<file path="config.mk">
export PLATFORM = sky130hd
export DESIGN_NAME = touch_key_integrator
export DESIGN_NICKNAME = d
export VERILOG_FILES = /design/src/rtl/tki_pkg.sv /design/src/rtl/tki_integrator.sv /design/src/rtl/tki_ontimer.sv /design/src/rtl/tki_keyout.sv /design/src/rtl/touch_key_integrator.sv
export SDC_FILE = /design/constraint.sdc
export NUM_CORES = 1
export LEC_CHECK = 0
export ABC_AREA = 1
export BUFFER_PORTS_ARGS = -buffer_cell sky130_fd_sc_hd__buf_2
export CORE_UTILIZATION = 50
export DETAILED_ROUTE_END_ITERATION = 12
export PLACE_DENSITY = 0.77
export SYNTH_ARGS = -nofsm -noshare
export SYNTH_HDL_FRONTEND = slang
export SYNTH_SLANG_ARGS = --single-unit
</file>
<file path="constraint.sdc">
create_clock -name clk -period 3.74 [get_ports clk]
set_input_delay 0.187 -clock clk [delete_from_list [all_inputs] [get_ports clk]]
set_output_delay 0.187 -clock clk [all_outputs]
set_load 0.05 [all_outputs]
</file>
<file path="src/rtl/tki_pkg.sv">
package tki_pkg;
  localparam logic [1:0] TO_SHORT = 2'b00;
  localparam logic [1:0] TO_LONG  = 2'b01;

  function automatic logic at_or_above(input int value, input int level);
    return value >= level;
  endfunction

  // stuck-key limit in ticks; 0 means no limit
  function automatic int limit_ticks(input logic [1:0] sel, input logic tog,
                                     input int short_s, input int long_s);
    if (tog) return short_s;
    case (sel)
      TO_SHORT: return short_s;
      TO_LONG:  return long_s;
      default:  return 0;
    endcase
  endfunction
endpackage

</file>
<file path="src/rtl/tki_integrator.sv">
module tki_integrator
  import tki_pkg::*;
#(
  parameter int DELTA_W = 16,
  parameter int THRESH  = 12,
  parameter int HYST    = 2,
  parameter int CONFIRM = 6
) (
  input  logic                      clk,
  input  logic                      rst_n,
  input  logic                      sample_valid,
  input  logic signed [DELTA_W-1:0] delta,
  input  logic                      clear,
  output logic                      det_q,
  output logic                      set_evt,
  output logic                      rel_evt
);
  localparam int CW          = $clog2(CONFIRM + 1);
  localparam int RELEASE_LVL = THRESH - HYST;

  logic [CW-1:0] cnt_q;
  logic hit, below_rel, last_vote;

  assign hit       = at_or_above(int'(delta), THRESH);
  assign below_rel = !at_or_above(int'(delta), RELEASE_LVL);
  assign last_vote = (int'(cnt_q) == CONFIRM - 1);
  assign set_evt   = sample_valid && !clear && !det_q && hit && last_vote;
  assign rel_evt   = sample_valid && !clear && det_q && below_rel;

  always_ff @(posedge clk or negedge rst_n) begin
    if (!rst_n) begin
      det_q <= 1'b0;
      cnt_q <= '0;
    end else if (clear) begin
      det_q <= 1'b0;
      cnt_q <= '0;
    end else if (sample_valid) begin
      if (!det_q) begin
        if (!hit)          cnt_q <= '0;
        else if (last_vote) begin
          det_q <= 1'b1;
          cnt_q <= '0;
        end else           cnt_q <= cnt_q + CW'(1);
      end else if (below_rel) begin
        det_q <= 1'b0;
      end
    end
  end

  p_miss_resets_r3: assert property (@(posedge clk) disable iff (!rst_n)
    sample_valid && !clear && !det_q && !hit |=> cnt_q == '0);

  p_rise_needs_run_r4: assert property (@(posedge clk) disable iff (!rst_n)
    $rose(det_q) |-> $past(sample_valid) && $past(hit) && ($past(int'(cnt_q)) == CONFIRM - 1));

  p_hold_band_r2: assert property (@(posedge clk) disable iff (!rst_n)
    det_q && sample_valid && !clear && !below_rel |=> det_q);
endmodule

</file>
<file path="src/rtl/tki_ontimer.sv">
module tki_ontimer #(
  parameter int LONG_SEC = 60,
  parameter int TW       = $clog2(LONG_SEC + 1)
) (
  input  logic          clk,
  input  logic          rst_n,
  input  logic          active,
  input  logic          sec_tick,
  input  logic [TW-1:0] limit_s,
  output logic          expire
);
  logic [TW-1:0] tmr_q;

  assign expire = active && sec_tick && (limit_s != '0) &&
                  (int'(tmr_q) + 1 >= int'(limit_s));

  always_ff @(posedge clk or negedge rst_n) begin
    if (!rst_n)                    tmr_q <= '0;
    else if (!active || expire)    tmr_q <= '0;
    else if (sec_tick && tmr_q != '1) tmr_q <= tmr_q + TW'(1);
  end

  p_idle_timer_r11: assert property (@(posedge clk) disable iff (!rst_n)
    !active |=> tmr_q == '0);
endmodule

</file>
<file path="src/rtl/tki_keyout.sv">
module tki_keyout (
  input  logic clk,
  input  logic rst_n,
  input  logic toggle_mode,
  input  logic det_q,
  input  logic set_evt,
  output logic key_out
);
  logic tog_q;

  always_ff @(posedge clk or negedge rst_n) begin
    if (!rst_n)       tog_q <= 1'b0;
    else if (set_evt) tog_q <= ~tog_q;
  end

  assign key_out = toggle_mode ? tog_q : det_q;

  p_toggle_flip_r8: assert property (@(posedge clk) disable iff (!rst_n)
    set_evt |=> tog_q != $past(tog_q));

  p_toggle_idle_r8: assert property (@(posedge clk) disable iff (!rst_n)
    !set_evt |=> $stable(tog_q));
endmodule

</file>
<file path="src/rtl/touch_key_integrator.sv">
module touch_key_integrator
  import tki_pkg::*;
#(
  parameter int DELTA_W   = 16,
  parameter int THRESH    = 12,
  parameter int HYST      = 2,
  parameter int CONFIRM   = 6,
  parameter int SHORT_SEC = 10,
  parameter int LONG_SEC  = 60
) (
  input  logic               clk,
  input  logic               rst_n,
  input  logic               sample_valid,
  input  logic [DELTA_W-1:0] delta,
  input  logic               sec_tick,
  input  logic [1:0]         timeout_sel,
  input  logic               toggle_mode,
  output logic               key_out,
  output logic               detect,
  output logic               recal_req
);
  localparam int TW = $clog2(LONG_SEC + 1);

  logic          det_q, set_evt, rel_evt, expire, recal_q;
  logic [TW-1:0] limit_s;

  assign limit_s = TW'(limit_ticks(timeout_sel, toggle_mode, SHORT_SEC, LONG_SEC));

  tki_integrator #(.DELTA_W(DELTA_W), .THRESH(THRESH), .HYST(HYST), .CONFIRM(CONFIRM)) u_integ (
    .clk(clk), .rst_n(rst_n), .sample_valid(sample_valid), .delta($signed(delta)),
    .clear(expire), .det_q(det_q), .set_evt(set_evt), .rel_evt(rel_evt));

  tki_ontimer #(.LONG_SEC(LONG_SEC), .TW(TW)) u_timer (
    .clk(clk), .rst_n(rst_n), .active(det_q), .sec_tick(sec_tick),
    .limit_s(limit_s), .expire(expire));

  tki_keyout u_out (
    .clk(clk), .rst_n(rst_n), .toggle_mode(toggle_mode), .det_q(det_q),
    .set_evt(set_evt), .key_out(key_out));

  always_ff @(posedge clk or negedge rst_n) begin
    if (!rst_n) recal_q <= 1'b0;
    else        recal_q <= expire;
  end

  assign detect    = det_q;
  assign recal_req = recal_q;

  p_recal_drops_detect_r6: assert property (@(posedge clk) disable iff (!rst_n)
    recal_req |-> !detect);

  p_recal_single_r7: assert property (@(posedge clk) disable iff (!rst_n)
    recal_req |=> !recal_req);

  p_no_limit_r6: assert property (@(posedge clk) disable iff (!rst_n)
    !toggle_mode && timeout_sel[1] |=> !recal_req);

  p_toggle_kept_r9: assert property (@(posedge clk) disable iff (!rst_n)
    recal_req && toggle_mode && $past(toggle_mode) |-> key_out == $past(key_out));

  p_release_edge_r2: assert property (@(posedge clk) disable iff (!rst_n)
    rel_evt |=> !detect);
endmodule

</file>
# Word level (Yosys, flattened, before mapping)
# Cells that the tools add are included.
dict set report word_totals {
  reg_bits 12
  latchBits 0
  mem_bits_rw 0
  mem_bits_ro 0
  inputBits 23
  memories 0
}
dict set report classes {
  n_addsub 3
  n_mul 0
  div_mod_pow 0
  magnitude_cmp 3
  n_eq_ne 4
  n_shift 0
  n_mux 18
  bitwise_logic 1
  n_reduce_logical 16
}
# op count
set op_table {}
lappend op_table {{$ge 16x5->1 const B} 2}
lappend op_table {{$ge 32x7->1} 1}
lappend op_table {{$mux 6} 3}
lappend op_table {{$mux 3} 5}
lappend op_table {{$pmux 6 s2} 1}
lappend op_table {{$logic_and 1x1->1} 8}
lappend op_table {{$mux 1} 8}
lappend op_table {{$add 6x1->7 const B} 1}
lappend op_table {{$add 6x1->6 const B} 1}
lappend op_table {{$ne 6x6->1 const B} 1}
lappend op_table {{$reduce_bool 6->1} 1}
lappend op_table {{$mux 4} 1}
lappend op_table {{$reduce_bool 2->1} 2}
lappend op_table {{$add 3x1->3 const B} 1}
lappend op_table {{$eq 3x3->1 const B} 1}
lappend op_table {{$eq 2x1->1 const B} 1}
lappend op_table {{$logic_not 1->1} 2}
lappend op_table {{$logic_not 2->1} 1}
lappend op_table {{$ne 2x2->1 const B} 1}
lappend op_table {{$reduce_and 2->1} 1}
lappend op_table {{$logic_or 1x1->1} 1}
lappend op_table {{$not 1->1} 1}

# Depth between registers and ports, before layout
dict set report depth {
  ltp_word 11
  depth_mapped 13
  mapped_depth_nobuf 13
}

# By module
# Synthesis repeated with hierarchy kept, for this count alone.
dict set report unflattened {
  hier_cells 155
  area_unflattened_um2 1009.7
}
# mod instances cells_each area_each_um2
set by_module_without_submodules {}
lappend by_module_without_submodules {tki_ontimer 1 84 569.3}
lappend by_module_without_submodules {tki_integrator 1 54 327.8}
lappend by_module_without_submodules {tki_keyout 1 10 58.8}
lappend by_module_without_submodules {touch_key_integrator 1 7 53.8}

# Least setup slack after synthesis
# Ideal clock, no wire load.
dict set report synth_path {
  path_type {register to output}
  from {register u_integ.det_q}
  to {output port key_out}
  arrival_time_ps 2015
  slack_ps 1538
  stages_incl_launch_ff 4
  cell_sequence {dfrtp_1 -> buf_4 -> inv_1 -> o21ai_0}
}
dict set report synth_between {
  elab_chain_cells 1
}
# element line
set synth_lines {}
lappend synth_lines {{from (decl)} tki_integrator.sv:14} ;# output logic det_q,
lappend synth_lines {{from (signal assigned)} tki_integrator.sv:32} ;# det_q <= 1'b0;
lappend synth_lines {{from (signal assigned)} tki_integrator.sv:35} ;# det_q <= 1'b0;
lappend synth_lines {{from (signal assigned)} tki_integrator.sv:41} ;# det_q <= 1'b1;
lappend synth_lines {{$mux 1} tki_keyout.sv:16} ;# assign key_out = toggle_mode ? tog_q : det_q;
lappend synth_lines {{to (decl)} touch_key_integrator.sv:18} ;# output logic key_out,
# Every way passes these cells.

# Worst setup path after layout
dict set report layout_path {
  from {register u_timer.tmr_q[2]}
  to {register u_timer.tmr_q[0]}
}
dict set report layout_between {
  elab_chain_cells 5
  elab_cells_between_ends 8
}
# element line
set layout_lines {}
lappend layout_lines {{from (decl)} tki_ontimer.sv:12} ;# logic [TW-1:0] tmr_q;
lappend layout_lines {{from (signal assigned)} tki_ontimer.sv:20} ;# else if (sec_tick && tmr_q != '1) tmr_q <= tmr_q + TW'(1);
lappend layout_lines {{$add 6x1->7} tki_ontimer.sv:15} ;# (int'(tmr_q) + 1 >= int'(limit_s));
lappend layout_lines {{$ge 32x7->1} tki_ontimer.sv:15}
lappend layout_lines {{$logic_and 1x1->1} tki_ontimer.sv:14} ;# assign expire = active && sec_tick && (limit_s != '0) &&
lappend layout_lines {{$logic_or 1x1->1} tki_ontimer.sv:19} ;# else if (!active || expire) tmr_q <= '0;
lappend layout_lines {{$mux 6 or $reduce_bool 2->1 (tied branches)} --}
# Several ways; a longest one is shown, not always the timed one.
# A chain may end at the register's enable or synchronous reset.

==> implementation parameters <==
Parameter                              Value

Pwr
  Leakage power of the design    ~0.58 nW
  Power density over the cells    about 270 nW/um^2
  Largest vdd supply drop    about 0.17 mV

Global routing
  Wire length of the first global-routing pass    between 3000 and 4000 microns
  Vias in the first global route    slightly below 800
  Antenna violations before repair    0
  Maximum number of pins on one net before global-route repair    13
  Residual overflow from global routing    0
  Global-route usage over all layers    0.215

Synthesis
  Synth Net Count    between 150 and 200
  Number of library cell types mapped by synthesis    26
  FF+latch count, synth    12
  Register area share after synthesis    0.313
  Yosys Warn Count    0
  Avg Inst Size Synth    7.27 sq um
  Syn Std Cell Area    around 960 sq um
  Number of standard cells after synthesis    ~130

Floorplanning
  Initial core utilization    0.544
  Die Y    45.8 microns
  Area of the die    between 2000 and 2500 sq um
  Total core area    ~1800 sq um
  Io pins    26
  Site row count    15
  Horizontal extent of the die    between 40 and 50 microns

Worst setup path
  Worst path required time    around 3.9 ns
  Kind of critical path    reg2reg
  Startpoint class of the critical path    flop
  Worst-path cell chain    nand3_1 -> nor3b_2 -> xor2_1 -> ha_1 -> inv_1 -> nor2_2 -> nand2_1 -> nor2_1 -> nand2_2 -> nand2_4 -> nand2_8 -> nand2_4 -> nor2_2
  Worst path arrival time    2.21 ns
  Delay of the slowest cell on the worst path    about 0.45 ns
  Crit Path Max Fanout    8
  R2R Setup Slk    ~1.7 ns
  Critical-path cell with the highest stage delay    sky130_fd_sc_hd__dfrtp_1
  Setup crit end kind    flop

STA
  Period Utilization, post-route    0.547
  Setup slack after layout    approximately 1.7 ns
  Clock skew    between 0.002 and 0.003 ns
  Timing-limited maximum frequency    0.488 GHz
  Number of pins with negative max-slew slack in the final report    0
  Setup_tns    0 ns
  Worst-case headroom to the max-slew limit    0.765
  Tmin final    a little over 2 ns
  Number of setup violations in the final report    0
  Slew at the pin closest to its max-slew limit    0.350 ns
  Setup repair after global routing missed its margin    false
  Hold Violations, Final    0

Place
  DP Area    between 1000 and 1500 sq um
  Setup slack after placement    1.69 ns
  Final HPWL from detailed placement    1530 microns
  Weighted congestion reported at the end of routability-driven placement    0.767
  Count of port buffers added during placement    24

Final layout
  N_diodes    0
  Fraction of layout cells with a size suffix above 1    0.306
  Total of fill cells in the finished design    ~180
  Area added between synthesis and finish    19.8%
  Nets    about 190
  Final instance area    approximately 1100 sq um

Flow run
  Reported max-cap violation count    0

Detailed routing
  Total routed wire length on the met1 layer    958 microns
  Length of routed met3 wiring    between 70 and 80 microns
  Topmost layer with routed signal wires    met4
  Drt pass-1 iters    4
  Wirelength, routed    ~1900 microns
  Wire length per cell    between 10 and 15 microns
  Routed length on met2    between 800 and 900 microns
  Remaining antenna violation count    0
  Residual DRC    0
  Total number of vias    909
  Routed via count divided by cell count    a little under 5
  Initial detailed-routing violation count    13

Clock tree
  Insertion delay of the later-clocked pin in the worst-skew pair    between 0.2 and 0.3 ns
  Bufs on Longest Clock Path    2
  Clock tree from TritonCTS    built
  Clock H-tree levels    1
  CTS Buf Count    3
  Root buffer cell    sky130_fd_sc_hd__clkbuf_4
  Clock Pin Slew Worst Setup and Hold Paths    approximately 0.080 ns
  Clock net sink count    12
  Number of setup buffers added after CTS    0

Status
  Result of the run    complete, no violations

Hold path
  Path type of the worst min-delay path    in2reg
[flip-flops by register name (all words and copies together), names as in the netlist]
register,flops
u_integ.det_q,1
u_integ.cnt_q,3
u_out.tog_q,1
recal_req,1
u_timer.tmr_q,6
[logic make-up (layout without fill, tap and decap cells)]
kind of cell / Yosys count / count (layout) / synth area share
AND/OR/NAND/NOR: 72 / 72 / 0.372
buffers and inverters: 20 / 48 / 0.0821
flip-flops: 12 / 12 / 0.313
adder cells (fa/ha/maj): 4 / 4 / 0.0522
XOR/XNOR: 4 / 4 / 0.0365
AO/OA/AOI/OAI: 20 / 20 / 0.145
[Yosys cell counts]
cell type,instances,share of area
sky130_fd_sc_hd__a21boi_0,1,0.0078
sky130_fd_sc_hd__a21o_2,1,0.0091
sky130_fd_sc_hd__a21oi_1,3,0.016
sky130_fd_sc_hd__a21oi_2,5,0.046
sky130_fd_sc_hd__buf_4,1,0.0078
sky130_fd_sc_hd__dfrtp_1,12,0.31
sky130_fd_sc_hd__ha_1,4,0.052
sky130_fd_sc_hd__inv_1,17,0.066
sky130_fd_sc_hd__inv_2,2,0.0078
sky130_fd_sc_hd__nand2_1,32,0.13
sky130_fd_sc_hd__nand2_2,2,0.013
sky130_fd_sc_hd__nand2_4,2,0.023
sky130_fd_sc_hd__nand2_8,1,0.021
sky130_fd_sc_hd__nand3_1,5,0.026
sky130_fd_sc_hd__nand3_2,1,0.010
sky130_fd_sc_hd__nand4_1,4,0.026
sky130_fd_sc_hd__nor2_1,17,0.066
sky130_fd_sc_hd__nor2_2,5,0.033
sky130_fd_sc_hd__nor3b_2,1,0.013
sky130_fd_sc_hd__nor4_1,1,0.0065
sky130_fd_sc_hd__o211ai_1,3,0.023
sky130_fd_sc_hd__o21ai_0,5,0.026
sky130_fd_sc_hd__o21ai_2,1,0.0091
sky130_fd_sc_hd__o21bai_1,1,0.0078
sky130_fd_sc_hd__or4_1,1,0.0078
sky130_fd_sc_hd__xor2_1,4,0.037
[cell type report]
cell class	count	area, sq um	area share
clock buffers	4	36.3	0.0316
repair buffers	25	130	0.113
multi-input cells	100	581	0.505
flip-flops and latches	12	300	0.261
inverters	19	71.3	0.0620
well taps	25	31.3	0.0272
[critical path, delay by kind of cell, from the launching register on]
| kind | cells | cell delay [ns] |
|---|---|---|
| buffers and inverters | 1 | 0.05 |
| and+or+nand+nor | 10 | 1.02 |
| xor gates and xnor gates | 1 | 0.11 |
| adders and majority gates | 1 | 0.31 |
| DFF | 1 | 0.45 |
[cells in the final DEF (no fill, tap or decap), types with 2 or more instances in the layout]
cell	count
sky130_fd_sc_hd__nor2_1	17
sky130_fd_sc_hd__inv_2	2
sky130_fd_sc_hd__xor2_1	4
sky130_fd_sc_hd__dfrtp_1	12
sky130_fd_sc_hd__buf_2	24
sky130_fd_sc_hd__clkbuf_4	3
sky130_fd_sc_hd__nand4_1	4
sky130_fd_sc_hd__a21oi_1	3
sky130_fd_sc_hd__nand2_1	32
sky130_fd_sc_hd__inv_1	17
sky130_fd_sc_hd__nand2_2	2
sky130_fd_sc_hd__a21oi_2	5
sky130_fd_sc_hd__nand3_1	5
sky130_fd_sc_hd__nor2_2	5
sky130_fd_sc_hd__nand2_4	2
sky130_fd_sc_hd__o211ai_1	3
sky130_fd_sc_hd__o21ai_0	5
sky130_fd_sc_hd__ha_1	4
[metrics by stage]
step	instances	utilization	total power, W	hold WS, ns
finish	185	0.652	0.000313	0.219
global route	185	0.652	0.000331	0.237
CTS	185	0.652	0.000316	0.211
detailed placement	180	0.626	0.000212	0.0831
global placement	180	0.626	0.000210	0.0828
floorplan	132	-	0.000187	-0.109
[worst paths after layout]
check                                             start                            to  depth (start not counted)
hold / removal                             sample_valid  u_integ.cnt_q[1]$_DFFE_PN0P_                          3
hold reg to reg                 u_out.tog_q$_DFFE_PN0P_       u_out.tog_q$_DFFE_PN0P_                          1
setup reg to reg           u_timer.tmr_q[2]$_DFFE_PN0P_  u_timer.tmr_q[0]$_DFFE_PN0P_                         13
min in group asynchronous                         rst_n  u_timer.tmr_q[4]$_DFFE_PN0P_                          2
max in group asynchronous                         rst_n     u_integ.det_q$_DFFE_PN0P_                          2
setup / recovery           u_timer.tmr_q[2]$_DFFE_PN0P_  u_timer.tmr_q[0]$_DFFE_PN0P_                         13
[metal layers]
layer  vias up  GRT usage
met5         -          0
met4         0      0.100
met3         4     0.0357
met2        21      0.334
met1       402      0.289
li1        482          -
[report_power, final]
part | leakage [nW] | total (W) | internal, W | switching (W)
registers | 0.164 | 0.000146 | 0.000138 | 0.00000764
logic | 0.395 | 0.0000644 | 0.0000250 | 0.0000394
clock network | 0.0210 | 0.000103 | 0.0000591 | 0.0000435
total | 0.580 | 0.000313 | 0.000222 | 0.0000905
[repair_timing]
action,4_1_cts,5_1_grt
hold buffers,1,0
hold endpoints to repair,12,0
resized for setup,0,0
Power figures use the tool's default switching activity.
